$ cat src/rtl/adc_ctrl_pkg.sv
package adc_ctrl_pkg;
  localparam int REG_W  = 8;
  localparam int CFG_W  = 7;
  localparam int CHAN_W = 1;

  typedef enum logic [1:0] {
    CH_OFF = 2'b00,
    CH_IN1 = 2'b01,
    CH_IN2 = 2'b10,
    CH_ALT = 2'b11
  } chan_mode_e;

  typedef enum logic [1:0] {
    ROLE_NONE  = 2'b00,
    ROLE_BUSY  = 2'b01,
    ROLE_ALERT = 2'b10,
    ROLE_CLEAR = 2'b11
  } pin_role_e;

  typedef struct packed {
    logic       ref_mode;
    chan_mode_e chan;
    logic       filt;
    pin_role_e  role;
    logic       pol;
  } ctrl_t;
endpackage

$ cat src/rtl/adc_ctrl_cfg.sv
module adc_ctrl_cfg
  import adc_ctrl_pkg::*;
#(
  parameter int DATA_W = REG_W
) (
  input  logic              clk,
  input  logic              rst_n,
  input  logic              wr_en,
  input  logic [DATA_W-1:0] wr_data,
  output ctrl_t             cfg,
  output logic              clr_pulse
);
  ctrl_t nxt;

  always_comb begin
    nxt = ctrl_t'(wr_data[CFG_W-1:0]);
    // the clear code is a command: keep the alert role, drop the command bit
    if (nxt.role == ROLE_CLEAR) nxt.role = ROLE_ALERT;
  end

  always_ff @(posedge clk) begin
    if (!rst_n) begin
      cfg       <= '0;
      clr_pulse <= 1'b0;
    end else begin
      clr_pulse <= wr_en && (wr_data[2:1] == 2'b11);
      if (wr_en) cfg <= nxt;
    end
  end
endmodule

$ cat src/rtl/adc_ctrl_seq.sv
module adc_ctrl_seq
  import adc_ctrl_pkg::*;
#(
  parameter int ID_W = CHAN_W
) (
  input  logic            clk,
  input  logic            rst_n,
  input  chan_mode_e      mode,
  input  logic            restart,
  input  logic            req_ready,
  input  logic            done,
  output logic            req_valid,
  output logic [ID_W-1:0] req_chan
);
  logic            waiting;
  logic [ID_W-1:0] ptr;

  assign req_valid = (mode != CH_OFF) && !waiting;

  always_comb begin
    unique case (mode)
      CH_IN1:  req_chan = ID_W'(0);
      CH_IN2:  req_chan = ID_W'(1);
      CH_ALT:  req_chan = ptr;
      default: req_chan = ID_W'(0);
    endcase
  end

  always_ff @(posedge clk) begin
    if (!rst_n) begin
      waiting <= 1'b0;
      ptr     <= '0;
    end else begin
      if (req_valid && req_ready) waiting <= 1'b1;
      else if (done && waiting)   waiting <= 1'b0;

      if (restart)
        ptr <= '0;
      else if (done && waiting && mode == CH_ALT)
        ptr <= ptr ^ ID_W'(1);
    end
  end
endmodule

$ cat src/rtl/adc_ctrl_irq.sv
module adc_ctrl_irq
  import adc_ctrl_pkg::*;
(
  input  pin_role_e role,
  input  logic      pol,
  input  logic      busy_in,
  input  logic      alert_in,
  output logic      pin
);
  logic sel;

  always_comb begin
    unique case (role)
      ROLE_BUSY:  sel = busy_in;
      ROLE_ALERT: sel = alert_in;
      default:    sel = 1'b0;
    endcase
  end

  assign pin = sel ^ ~pol;
endmodule

$ cat src/rtl/adc_ctrl_top.sv
module adc_ctrl_top
  import adc_ctrl_pkg::*;
#(
  parameter int DATA_W = REG_W,
  parameter int ID_W   = CHAN_W
) (
  input  logic              clk,
  input  logic              rst_n,
  input  logic              wr_en,
  input  logic [DATA_W-1:0] wr_data,
  output logic [DATA_W-1:0] rd_data,
  output logic              conv_valid,
  input  logic              conv_ready,
  output logic [ID_W-1:0]   conv_chan,
  input  logic              conv_done,
  input  logic              busy_in,
  input  logic              alert_in,
  output logic              ref_sel,
  output logic              filt_en,
  output logic              alert_clr,
  output logic              irq_pin
);
  ctrl_t cfg;

  adc_ctrl_cfg #(.DATA_W(DATA_W)) u_cfg (
    .clk(clk), .rst_n(rst_n), .wr_en(wr_en), .wr_data(wr_data),
    .cfg(cfg), .clr_pulse(alert_clr)
  );

  adc_ctrl_seq #(.ID_W(ID_W)) u_seq (
    .clk(clk), .rst_n(rst_n), .mode(cfg.chan), .restart(wr_en),
    .req_ready(conv_ready), .done(conv_done),
    .req_valid(conv_valid), .req_chan(conv_chan)
  );

  adc_ctrl_irq u_irq (
    .role(cfg.role), .pol(cfg.pol), .busy_in(busy_in),
    .alert_in(alert_in), .pin(irq_pin)
  );

  assign rd_data = {{(DATA_W-CFG_W){1'b0}}, cfg};
  assign ref_sel = cfg.ref_mode;
  assign filt_en = cfg.filt;
endmodule

$ cat config.mk
export PLATFORM = sky130hd
export DESIGN_NAME = adc_ctrl_top
export DESIGN_NICKNAME = d
export VERILOG_FILES = /design/src/rtl/adc_ctrl_pkg.sv /design/src/rtl/adc_ctrl_cfg.sv /design/src/rtl/adc_ctrl_seq.sv /design/src/rtl/adc_ctrl_irq.sv /design/src/rtl/adc_ctrl_top.sv
export SDC_FILE = /design/constraint.sdc
export NUM_CORES = 1
export LEC_CHECK = 0
export ABC_AREA = 1
export BUFFER_PORTS_ARGS = -buffer_cell sky130_fd_sc_hd__buf_2
export CAP_MARGIN = 20
export CORE_AREA = 4 4 42 44
export DETAILED_ROUTE_END_ITERATION = 8
export DIE_AREA = 0 0 46 48
export HOLD_SLACK_MARGIN = 0.06
export PLACE_DENSITY = 0.69
export SLEW_MARGIN = 20
export SYNTH_ARGS = -nofsm -noshare
export SYNTH_HDL_FRONTEND = slang
export SYNTH_SLANG_ARGS = --single-unit
$ cat constraint.sdc
create_clock -name clk -period 1 [get_ports clk]
set_input_delay 0.15 -clock clk [delete_from_list [all_inputs] [get_ports clk]]
set_output_delay 0.15 -clock clk [all_outputs]
set_load 0.005 [all_outputs]
# Word level (Yosys, flattened, before mapping)

Cells that the tools add are included.

Equality and inequality tests: 5
Multiplexer cells: 5
Bitwise gates (word level): 4
Reduce and logical (&&, ||, !) cells: 9

Operators with widths:

| kind               | count |
|---|---|
| $eq 2x2->1 const B | 4 |
| $logic_and 1x1->1  | 5 |
| $pmux 1 s2         | 2 |
| $reduce_bool 2->1  | 2 |
| $not 1->1          | 3 |
| $eq 2x1->1 const B | 1 |
| $mux 1             | 2 |
| $mux 2             | 1 |
| $reduce_or 2->1    | 1 |
| $logic_not 1->1    | 1 |
| $xor 1x1->1        | 1 |

Logic and storage cells: 31
Register bits after elaboration: 10
Output and inout port bits: 14

# Longest topological paths before layout

Depth in word-level cells: 4
Depth in mapped cells: 7

# By module

From an unflattened synthesis, not the netlist that was laid out.

Cell total of the unflattened synthesis: 71
Area total of the unflattened synthesis: 481.7 sq um

By module, submodules not included:

| module       | cells an instance | area an instance (sq um) | times used |
|---|---|---|---|
| adc_ctrl_cfg | 34                | 272.8                    | 1 |
| adc_ctrl_seq | 20                | 115.1                    | 1 |
| adc_ctrl_irq | 13                | 67.6                     | 1 |
| adc_ctrl_top | 4                 | 26.3                     | 1 |

# Worst setup path before layout

No wires, ideal clock.

Kind: register to output
Start point: register u_cfg.cfg[1] (netlist name)
End point: output port irq_pin
Cell stages (with the launch flop): 7
Arrival: 882 ps
Path slack: -32 ps
Data required time: 850 ps
Cell sequence: dfxtp_1 inv_1 ha_1 inv_1 nand2_1 nand2_1 nand2_1

Longest elaborated chain between the ends: 3
Elaborated cells on any way between the ends: 4
Classes of those cells: eq/ne: 2; mux: 1; bitwise: 1

RTL lines:

| what                                            | line               | source |
|---|---|---|
| $eq 2x2->1 / $eq 2x1->1 (equally long branches) | adc_ctrl_irq.sv:13 | `unique case (role)` |
| $pmux 1 s2 *                                    | adc_ctrl_irq.sv:13 |  |
| $xor 1x1->1 *                                   | adc_ctrl_irq.sv:20 | `assign pin = sel ^ ~pol;` |
| end, declared                                   | adc_ctrl_top.sv:21 | `output logic irq_pin` |

Mark *: on every way between the ends. The rest lies on a longest branch, timed or not.

# Worst setup path after layout

Start point: register u_cfg.cfg[1] (netlist name)
End point: output port irq_pin

Longest elaborated chain between the ends: 3
Elaborated cells on any way between the ends: 4
Classes of those cells: eq/ne: 2; mux: 1; bitwise: 1

RTL lines:

| what                                            | line |
|---|---|
| $eq 2x2->1 / $eq 2x1->1 (equally long branches) | adc_ctrl_irq.sv:13 |
| $pmux 1 s2 *                                    | adc_ctrl_irq.sv:13 |
| $xor 1x1->1 *                                   | adc_ctrl_irq.sv:20 |

Marks and branches as above.

==> impl_metrics.yaml <==
cts:
  cts_tree: "built"
  ctsHoldBuffers: 0
  numClockSinks: 10
  cts-root-buf: "clkbuf_4"
  path_clk_slew_ns: 0.07
  clk_latency_ns: 0.26
  cts.path.max_buffers: 2
  cts_htree_levels: 1
  cts_inserted_buffers: 3
logic_synthesis:
  ys_seq_area_share_pct: 41.3
  ys_top_cells_by_count: "17 x nand2_1, 10 x dfxtp_1, 7 x inv_1, 6 x nand3_1, 6 x nor2_1"
  netlist_instances: 66
  synthesis.area_sq_um: 484
  yosys.cell_types.count: 15
  async_flop_share_pct: 0
  synth.area.top_cells: "dfxtp_1 41%, nand2_1 13%, buf_4 7.8%"
  synth_area_leader_cell: "dfxtp_1"
  synth_top_flop_cell: "dfxtp_1"
  synth_fp_nets: 83
  synth_area_per_cell_sq_um: 7.34
  synth_top_area_share_pct: 41.3
  ys_ff_latch: 10
  yosysWarnings: 0
  synthMostInstantiatedCell: "nand2_1"
  synth_edf_count: 0
placement:
  gp_congestion: 0.649
  dpl_cell_area_sq_um: 621
  port_buffers: 26
  hpwl_microns: 838
pwr:
  swShare_pct: 24.9
  p_leak_nw: 0.386
  p_sw_mw: 0.241
  p_comb_share_pct: 17.3
  cellPowerDensity_mw_per_mm2: 1310
  p_clk_share_pct: 37.7
  p_int_mw: 0.728
  power_mw: 0.969
  ir_worst_vdd_mv: 0.670
  p_seq_share_pct: 45.0
floorplan:
  ioPinCount: 29
  die_area_sq_mm: 0.00221
  core_area_sq_mm: 0.00144
  row_count: 14
  initial_core_util_pct: 33.7
  fp.dieH_microns: 48
  die_w_microns: 46
timing:
  clock_skew_ns: 0.000648
  final_period_minus_worst_setup_slack_ns: 1.36
  finalSetupViolCount: 4
  hold_ws_ns: 0.105
  maxSlewViolCount: 0
  layout_setup_ws_ns: -0.359
  clock.fmax_ghz: 0.736
  period_share_pct: 136
  rsz0062_at_grt: "yes"
  hold_violations: 0
setup_path:
  crit_path_max_fanout: 3
  reg2regPathDepth: 6
  end_kind: "output pin"
  crit_arrival_ns: 1.21
  crit_type: "register to output pin"
  crit_required_ns: 0.85
  worstReg2RegStart: "u_cfg.cfg[4]"
  crit_path_start_kind: "register"
  startpoint: "u_cfg.cfg[1]"
min_path:
  hold_depth: 3
  hold_path_class: "input port to register"
  min_from: "wr_data[3]"
outcome:
  status: "finished, violations left"
  violations: "setup timing"
layout:
  nFillCells: 145
  drive_gt1_share_pct: 55.7
  num-nets-final: 115
  finalInstanceArea_sq_um: 741
  antennaDiodeCount: 0
  area_growth_pct: 53.0
routing:
  drt_wl_total_mm: 1.08
  postRouteAntennaNets: 0
  drt_iter0_drc: 16
  routedWlPerCell_microns: 9.58
  via_per_inst: 4.52
  drc: 0
  dr_total_vias: 511
  drt_first_pass_iters: 4
grt:
  gr-usage-all-layers_pct: 9.58
  grt_max_degree: 9
  antenna_found_initial: 0
  grt_pass1_vias: 398
  grt_pass1_wl_mm: 1.50
  grt_overflow: 0
flow_run:
  maxCapViolations: 0
-- path summary, 6_finish.rpt --
check | end | slack [ns]
worst max register to register | u_seq.ptr | 0.12
worst min register to register | u_cfg.cfg[6] | 0.46
worst max-delay path | irq_pin | -0.36
worst min-delay path | u_cfg.cfg[3] | 0.11
-- cell usage in the layout (no fill, tap or decap) --
cell	instances
clkbuf_8	1
inv_2	5
clkbuf_4	3
inv_1	2
nand3_1	6
ha_4	2
nand2_4	1
dfxtp_4	2
o22ai_1	2
dfxtp_2	2
inv_4	2
nand2_1	16
buf_6	3
a21oi_2	1
nor2_1	6
a21oi_1	1
o21ai_0	3
conb_1	1
nand2_2	2
buf_2	24
buf_4	5
nor3b_2	1
dfxtp_1	6
-- metrics by stage --
step	setup slack, ns	instances	utilization (%)	setup TNS (ns)
finish	-0.359	113	51.6	-0.486
global route	-0.414	113	51.6	-0.691
CTS	-0.358	111	47.7	-0.469
detailed placement	-0.117	106	43.2	-0.117
global placement	-0.109	106	43.2	-0.109
floorplan	0.000136	66	-	0
-- cells by family (layout without fill, tap and decap cells) --
group	count (synthesis)	after routing	synth area share [%]
buf+inv	14	45	14.7
simple gates	32	32	30.2
compound gates	7	7	7.75
flops	10	10	41.3
fa+ha+maj	2	2	5.17
other cells	1	1	0.774
-- critical path, cell delays in order, from the launching register on --
cell and delay [ns]:
dfxtp_4 0.38, inv_4 0.04, ha_4 0.25, inv_2 0.03, nand2_1 0.05, nand2_1 0.04
nand2_1 0.05, buf_2 0.10
-- power by group through the flow --
stage          Sequential [mW]  Combinational [mW]  Clock [mW]
6_report                 0.436               0.168       0.365
5_1_grt                  0.439               0.187       0.406
4_1_cts                  0.434               0.149       0.374
3_5_place_dp             0.441               0.141           0
3_3_place_gp             0.440               0.140           0
2_1_floorplan            0.442              0.0777           0
-- cell type report --
cell class                 count  area (sq um)  share of cell area (%)
timing repair buffer          32           191                    25.8
tap                           16          20.0                    2.70
multi-input combinational     42           244                    32.9
inverter                       9          38.8                    5.24
sequential                    10           210                    28.4
clock buffer                   4          36.3                    4.90
-- registers in the layout, summed over array words and instances (netlist names) --
name / count
u_cfg.cfg: 7
u_cfg.clr_pulse: 1
u_seq.ptr: 1
u_seq.waiting: 1
-- per-layer routing --
metal	GRT usage [%]	wire length, microns	vias up
met3	3.38	99	2
met5	0	0	-
met2	14.8	516	28
li1	-	-	264
met1	11.6	460	217
met4	5.11	6	0
-- what timing repair did --
action / CTS / global route
gates resized for setup: 10 / 10
setup buffers: 1 / 2
setup endpoints to repair: 3 / 5
pin swaps: 0 / 2
(Power assumes the default switching activity.)
